===== src/rtl/uart_mp_pkg.sv =====
package uart_mp_pkg;
  typedef enum logic [1:0] {
    MODE_ASYNC = 2'b00,
    MODE_SYNC  = 2'b01,
    MODE_IR    = 2'b10,
    MODE_MSPI  = 2'b11
  } mode_e;

  typedef enum logic [1:0] {RX_IDLE, RX_START, RX_DATA, RX_STOP} rx_state_e;

  localparam int OSR_W = 5;
  localparam int BITCNT_W = 4;

  // ticks per bit: halved only for asynchronous double speed
  function automatic logic [OSR_W-1:0] osr_of(input logic [1:0] mode, input logic dbl);
    return (mode == MODE_ASYNC && dbl) ? OSR_W'(8) : OSR_W'(16);
  endfunction

  // start + data + stop
  function automatic logic [BITCNT_W-1:0] tx_frame_bits(input logic nine);
    return nine ? BITCNT_W'(11) : BITCNT_W'(10);
  endfunction

  function automatic logic [BITCNT_W-1:0] rx_data_bits(input logic nine);
    return nine ? BITCNT_W'(9) : BITCNT_W'(8);
  endfunction
endpackage


===== src/rtl/uart_mp_tick.sv =====
module uart_mp_tick #(
  parameter int DIV_W = 12
) (
  input  logic             clk,
  input  logic             rst_n,
  input  logic [DIV_W-1:0] div,
  output logic             tick
);
  logic [DIV_W-1:0] cnt;

  assign tick = (cnt >= div);

  always_ff @(posedge clk) begin
    if (!rst_n)    cnt <= '0;
    else if (tick) cnt <= '0;
    else           cnt <= cnt + 1'b1;
  end
endmodule


===== src/rtl/uart_mp_tx.sv =====
module uart_mp_tx
  import uart_mp_pkg::*;
(
  input  logic             clk,
  input  logic             rst_n,
  input  logic             tick,
  input  logic [OSR_W-1:0] osr,
  input  logic             tx_en,
  input  logic             nine_bit,
  input  logic             tx_bit8,
  input  logic             tx_wr,
  input  logic [7:0]       tx_data,
  output logic             buf_empty,
  output logic             busy,
  output logic             line
);
  localparam int SH_W = 11;

  logic                buf_full;
  logic [8:0]          buf_q;
  logic [SH_W-1:0]     shreg;
  logic [BITCNT_W-1:0] bits_left;
  logic [OSR_W-1:0]    samp;
  logic                load;
  logic                wr_ok;
  logic                bit_end;

  assign wr_ok     = tx_wr && tx_en && !buf_full;
  assign load      = !busy && buf_full;
  assign bit_end   = busy && tick && (samp >= osr - OSR_W'(1));
  assign buf_empty = !buf_full;
  assign line      = shreg[0];

  always_ff @(posedge clk) begin
    if (!rst_n) begin
      buf_full  <= 1'b0;
      buf_q     <= '0;
      shreg     <= '1;
      bits_left <= '0;
      samp      <= '0;
      busy      <= 1'b0;
    end else begin
      if (wr_ok) begin
        buf_full <= 1'b1;
        buf_q    <= {tx_bit8, tx_data};
      end
      if (load) begin
        buf_full  <= 1'b0;
        busy      <= 1'b1;
        samp      <= '0;
        bits_left <= tx_frame_bits(nine_bit);
        shreg     <= {1'b1, (nine_bit ? buf_q[8] : 1'b1), buf_q[7:0], 1'b0};
      end else if (bit_end) begin
        samp      <= '0;
        shreg     <= {1'b1, shreg[SH_W-1:1]};
        bits_left <= bits_left - 1'b1;
        if (bits_left == BITCNT_W'(1)) busy <= 1'b0;
      end else if (busy && tick) begin
        samp <= samp + 1'b1;
      end
    end
  end

  a_r9_full_write_ignored: assert property (@(posedge clk) disable iff (!rst_n)
    tx_wr && buf_full |=> $stable(buf_q));
  a_r9_load_empties: assert property (@(posedge clk) disable iff (!rst_n)
    load |=> busy && !buf_full);
  a_r7_idle_high: assert property (@(posedge clk) disable iff (!rst_n)
    !busy |-> line);
endmodule


===== src/rtl/uart_mp_rx.sv =====
module uart_mp_rx
  import uart_mp_pkg::*;
(
  input  logic             clk,
  input  logic             rst_n,
  input  logic             tick,
  input  logic [OSR_W-1:0] osr,
  input  logic             nine_bit,
  input  logic             mp_mode,
  input  logic             rxd,
  output logic [7:0]       rx_data,
  output logic             rx_bit8,
  output logic             rx_frame_err,
  output logic             rx_valid
);
  rx_state_e           state;
  logic                rx_s1, rx_s2, rx_s3;
  logic [OSR_W-1:0]    samp;
  logic [BITCNT_W-1:0] bit_cnt;
  logic [8:0]          sh;
  logic [OSR_W-1:0]    half;
  logic                fall_edge;
  logic                mid_start;
  logic                mid_bit;
  logic                frame_b8;
  logic [7:0]          frame_data;
  logic                keep;

  assign half       = osr >> 1;
  assign fall_edge  = rx_s3 && !rx_s2;
  assign mid_start  = tick && (samp >= half - OSR_W'(1));
  assign mid_bit    = tick && (samp >= osr - OSR_W'(1));
  assign frame_b8   = nine_bit ? sh[8] : 1'b0;
  assign frame_data = nine_bit ? sh[7:0] : sh[8:1];
  assign keep       = !mp_mode || frame_b8;

  always_ff @(posedge clk) begin
    if (!rst_n) begin
      rx_s1 <= 1'b1;
      rx_s2 <= 1'b1;
      rx_s3 <= 1'b1;
    end else begin
      rx_s1 <= rxd;
      rx_s2 <= rx_s1;
      rx_s3 <= rx_s2;
    end
  end

  always_ff @(posedge clk) begin
    if (!rst_n) begin
      state        <= RX_IDLE;
      samp         <= '0;
      bit_cnt      <= '0;
      sh           <= '0;
      rx_data      <= '0;
      rx_bit8      <= 1'b0;
      rx_frame_err <= 1'b0;
      rx_valid     <= 1'b0;
    end else begin
      rx_valid <= 1'b0;
      case (state)
        RX_IDLE: if (fall_edge) begin
          state <= RX_START;
          samp  <= '0;
        end
        RX_START: if (mid_start) begin
          samp    <= '0;
          bit_cnt <= '0;
          state   <= rx_s2 ? RX_IDLE : RX_DATA;
        end else if (tick) samp <= samp + 1'b1;
        RX_DATA: if (mid_bit) begin
          samp <= '0;
          sh   <= {rx_s2, sh[8:1]};
          if (bit_cnt == rx_data_bits(nine_bit) - BITCNT_W'(1)) state <= RX_STOP;
          else bit_cnt <= bit_cnt + 1'b1;
        end else if (tick) samp <= samp + 1'b1;
        RX_STOP: if (mid_bit) begin
          state <= RX_IDLE;
          if (keep) begin
            rx_valid     <= 1'b1;
            rx_data      <= frame_data;
            rx_bit8      <= frame_b8;
            rx_frame_err <= !rx_s2;
          end
        end else if (tick) samp <= samp + 1'b1;
        default: state <= RX_IDLE;
      endcase
    end
  end

  a_r6_addr_only: assert property (@(posedge clk) disable iff (!rst_n)
    rx_valid |-> (!$past(mp_mode) || rx_bit8));
  a_r10_single_pulse: assert property (@(posedge clk) disable iff (!rst_n)
    rx_valid |=> !rx_valid);
endmodule


===== src/rtl/uart_mp.sv =====
module uart_mp
  import uart_mp_pkg::*;
#(
  parameter int DIV_W = 12
) (
  input  logic             clk,
  input  logic             rst_n,
  input  logic [1:0]       mode_sel,
  input  logic             tx_en,
  input  logic             dbl_speed,
  input  logic             mp_mode,
  input  logic             nine_bit,
  input  logic             tx_bit8,
  input  logic [DIV_W-1:0] baud_div,
  input  logic             tx_wr,
  input  logic [7:0]       tx_data,
  input  logic             port_txd,
  input  logic             rxd,
  output logic             txd,
  output logic             tx_owns_line,
  output logic             tx_buf_empty,
  output logic             tx_busy,
  output logic [7:0]       rx_data,
  output logic             rx_bit8,
  output logic             rx_valid,
  output logic             rx_frame_err
);
  logic             tick;
  logic [OSR_W-1:0] osr;
  logic             tx_line;

  assign osr          = osr_of(mode_sel, dbl_speed);
  assign tx_owns_line = tx_en || tx_busy || !tx_buf_empty;
  assign txd          = tx_owns_line ? tx_line : port_txd;

  uart_mp_tick #(.DIV_W(DIV_W)) tick_i (
    .clk(clk), .rst_n(rst_n), .div(baud_div), .tick(tick)
  );

  uart_mp_tx tx_i (
    .clk(clk), .rst_n(rst_n), .tick(tick), .osr(osr), .tx_en(tx_en),
    .nine_bit(nine_bit), .tx_bit8(tx_bit8), .tx_wr(tx_wr), .tx_data(tx_data),
    .buf_empty(tx_buf_empty), .busy(tx_busy), .line(tx_line)
  );

  uart_mp_rx rx_i (
    .clk(clk), .rst_n(rst_n), .tick(tick), .osr(osr), .nine_bit(nine_bit),
    .mp_mode(mp_mode), .rxd(rxd), .rx_data(rx_data), .rx_bit8(rx_bit8),
    .rx_frame_err(rx_frame_err), .rx_valid(rx_valid)
  );

  a_r1_release_after_drain: assert property (@(posedge clk) disable iff (!rst_n)
    $fell(tx_owns_line) |-> !tx_busy && tx_buf_empty && !tx_en);
endmodule


===== config.mk =====
export PLATFORM = sky130hd
export DESIGN_NAME = uart_mp
export DESIGN_NICKNAME = d
export VERILOG_FILES = /design/src/rtl/uart_mp_pkg.sv /design/src/rtl/uart_mp_tick.sv /design/src/rtl/uart_mp_tx.sv /design/src/rtl/uart_mp_rx.sv /design/src/rtl/uart_mp.sv
export SDC_FILE = /design/constraint.sdc
export NUM_CORES = 1
export LEC_CHECK = 0
export CAP_MARGIN = 30
export CORE_ASPECT_RATIO = 2
export CORE_UTILIZATION = 59
export CTS_BUF_LIST = sky130_fd_sc_hd__clkbuf_16
export CTS_CLUSTER_DIAMETER = 150
export DETAILED_ROUTE_END_ITERATION = 7
export PLACE_DENSITY = 0.84
export SLEW_MARGIN = 20
export SYNTH_ARGS = -nofsm -noshare
export SYNTH_HDL_FRONTEND = slang
export SYNTH_SLANG_ARGS = --single-unit

===== constraint.sdc =====
create_clock -name clk -period 5.7 [get_ports clk]
set_clock_uncertainty 0.15 [all_clocks]
set_input_delay 0.57 -clock clk [delete_from_list [all_inputs] [get_ports clk]]
set_output_delay 0.57 -clock clk [all_outputs]
set_load 0.005 [all_outputs]

==> metrics <==
status=finished, violations left; failing checks=design-rule violations; Rel. slew slack=0.503; Seq/Total Area, Yosys=0.420; Syn Std Cell Area=3620 um^2; Setup WS post-layout=2.46 ns; Vias/cell=just under 6; post-route ant nets=0; Mapped Nets=459; Placer Congestion=approximately 0.85; Req. time, crit path=around 5.8 ns; critical setup path kind=input pin to register; worst min path class=register to register; period utilization=0.568; gr ovfl total=0; CP max FO=26; Starting Density=0.608; Synth top area share=0.420; postcts setup bufs=0; core area=5960 um^2; Skew-Pair Late Insertion Delay=0.33 ns; post-synth cell types=50; worst hold path stage count=1; Residual DRC=4; max-cap violations=0; CP Launch Type=input pin; Rows=40; Final setup viols=0; R2R cell count=9; pin count of the biggest net entering global routing=27; Worst VDD drop=0.284 mV; routed wire length=roughly 7.3 mm; slew at the pin with the worst max-slew slack=0.743 ns; ant diodes=0; first-pass GRT wire length=approximately 12 mm; all-layer global routing usage=0.243; Final #Nets=503; hold buffer count at CTS=0; Syn. warnings=0; Post-DP HPWL=about 5.3 mm; Post-CTS Resized=0; Post-Syn Area per Cell=8.92 um^2; fin cells=between 500 and 600; initial DRC count=106; die width=57.4 um; fin util=0.746; final-report hold violation count=0; #FFs+latches synth=76; die area=6470 um^2; leading area contributor after synthesis=dfxtp_1; TritonCTS clock tree=built; RSZ-0062 raised after global routing=no; first drt pass iteration count=6; Syn Inst Count=roughly 410; vias in the first global route=3077; most common cell after layout, fill and taps aside=dfxtp_1; Clock Sinks=76; Synth Flop Type=dfxtp_1; minimum clock period=3.24 ns; clk buf depth=2; H-tree lvl count=3; pins over their slew limit=0; Inst Count DP=502; via count=approximately 3000; pwr/cell area=286 nW/um^2; clock root buffer=clkbuf_16; most frequent cells in the layout=dfxtp_1, nor2_1, clkdlybuf4s50_1, mux2i_1, nand2_1; clock-pin slew on the worst setup and hold paths=0.06 ns; setup TNS=0 ns; leakage=1.86 nW; I/O pin count=47; Port Buffers=46; WL per Instance=14.1 um; Hold Slack=0.262 ns; layout cells sized above 1=0.0615; CP Capture Type=register; fmax=309 MHz; initial antenna violation count=0; ranking of synthesized cells by area=dfxtp_1, mux2i_1, ha_1; Num CTS Buffers=9; number of synthesized flops with an enable pin=0; Die Y=113 um; Place WS=2.17 ns; Worst EP arrival=3.29 ns; Area Overhead vs Synth=22.7%; Post-synth ARST share=0
==> cell families (layout without fill, tap and decap cells) <==
logic type	Yosys count	after routing	synth area share
buf+inv	36	85	0.0428
mux	31	31	0.0860
simple gates	149	149	0.197
flops	76	76	0.420
xor+xnor	18	18	0.0435
fa+ha+maj	21	21	0.0726
compound gates	75	75	0.138
==> layout make-up <==
cell class                 instances  area [um^2]
sequential                        76         1520
fill                             453         1510
tap                               63         78.8
inverter                          20         75.1
clock buffer                       9          225
timing repair buffer              49          483
multi-input combinational        294         1940
clock inverter                     7          115
==> critical path, stage by stage <==
cell             delay [ns]
clkdlybuf4s50_1        0.45
nor3b_1                0.43
ha_1                   0.20
nand2_1                0.05
o21ai_0                0.39
nand2_1                0.16
a211oi_2               0.16
buf_4                  0.30
and2b_1                0.21
a211oi_1               0.25
o21ai_0                0.12
==> synthesized netlist by cell type, drive strengths merged (2+ instances only) <==
cell type,instances
a211oi,18
a21boi,2
a21o,3
a21oi,16
a31oi,2
and2b,5
and3,6
buf,6
clkbuf,10
dfxtp,76
ha,21
inv,19
mux2i,30
nand2,29
nand2b,5
nand3,10
nand3b,3
nand4,2
nor2,64
nor2b,4
nor3,10
nor3b,4
o211ai,2
o21ai,21
or3,3
or4,3
xnor2,8
xor2,10
==> metrics by stage <==
step / area [um^2] / power, mW
after floorplan: 3620 / 0.609
after global placement: 4100 / 0.644
after detailed placement: 4100 / 0.648
after CTS: 4440 / 1.28
after global routing: 4440 / 1.31
final: 4440 / 1.27
==> worst paths after layout <==
path / startpoint / end / slack, ns
max: dbl_speed / tx_i.shreg[4] / 2.46
min: rx_i.rx_s1 / rx_i.rx_s2 / 0.26
max reg2reg: tick_i.cnt[0] / rx_i.sh[3] / 2.87
min reg2reg: rx_i.rx_s1 / rx_i.rx_s2 / 0.26
==> registers in the layout (all words and copies together), names as in the netlist, 4 cells and up, named ones only <==
register,count
tick_i.cnt,12
tx_i.shreg,10
rx_i.sh,9
tx_i.buf_q,9
rx_i.rx_data,8
rx_i.samp,5
tx_i.samp,5
rx_i.bit_cnt,4
tx_i.bits_left,4
==> layer usage <==
metal | GRT usage | routed length, um | vias up
met3 | 0.0457 | 252 | 25
met5 | 0 | 0 | -
met2 | 0.474 | 4210 | 78
met1 | 0.213 | 2620 | 1407
li1 | - | - | 1498
met4 | 0.150 | 204 | 0
==> report_power, final <==
group	internal (mW)	total, mW	switching, mW	leakage (nW)
Combinational	0.0453	0.0829	0.0376	1.08
Sequential	0.544	0.553	0.00943	0.616
Clock	0.425	0.635	0.210	0.161
(Power assumes the default switching activity.)
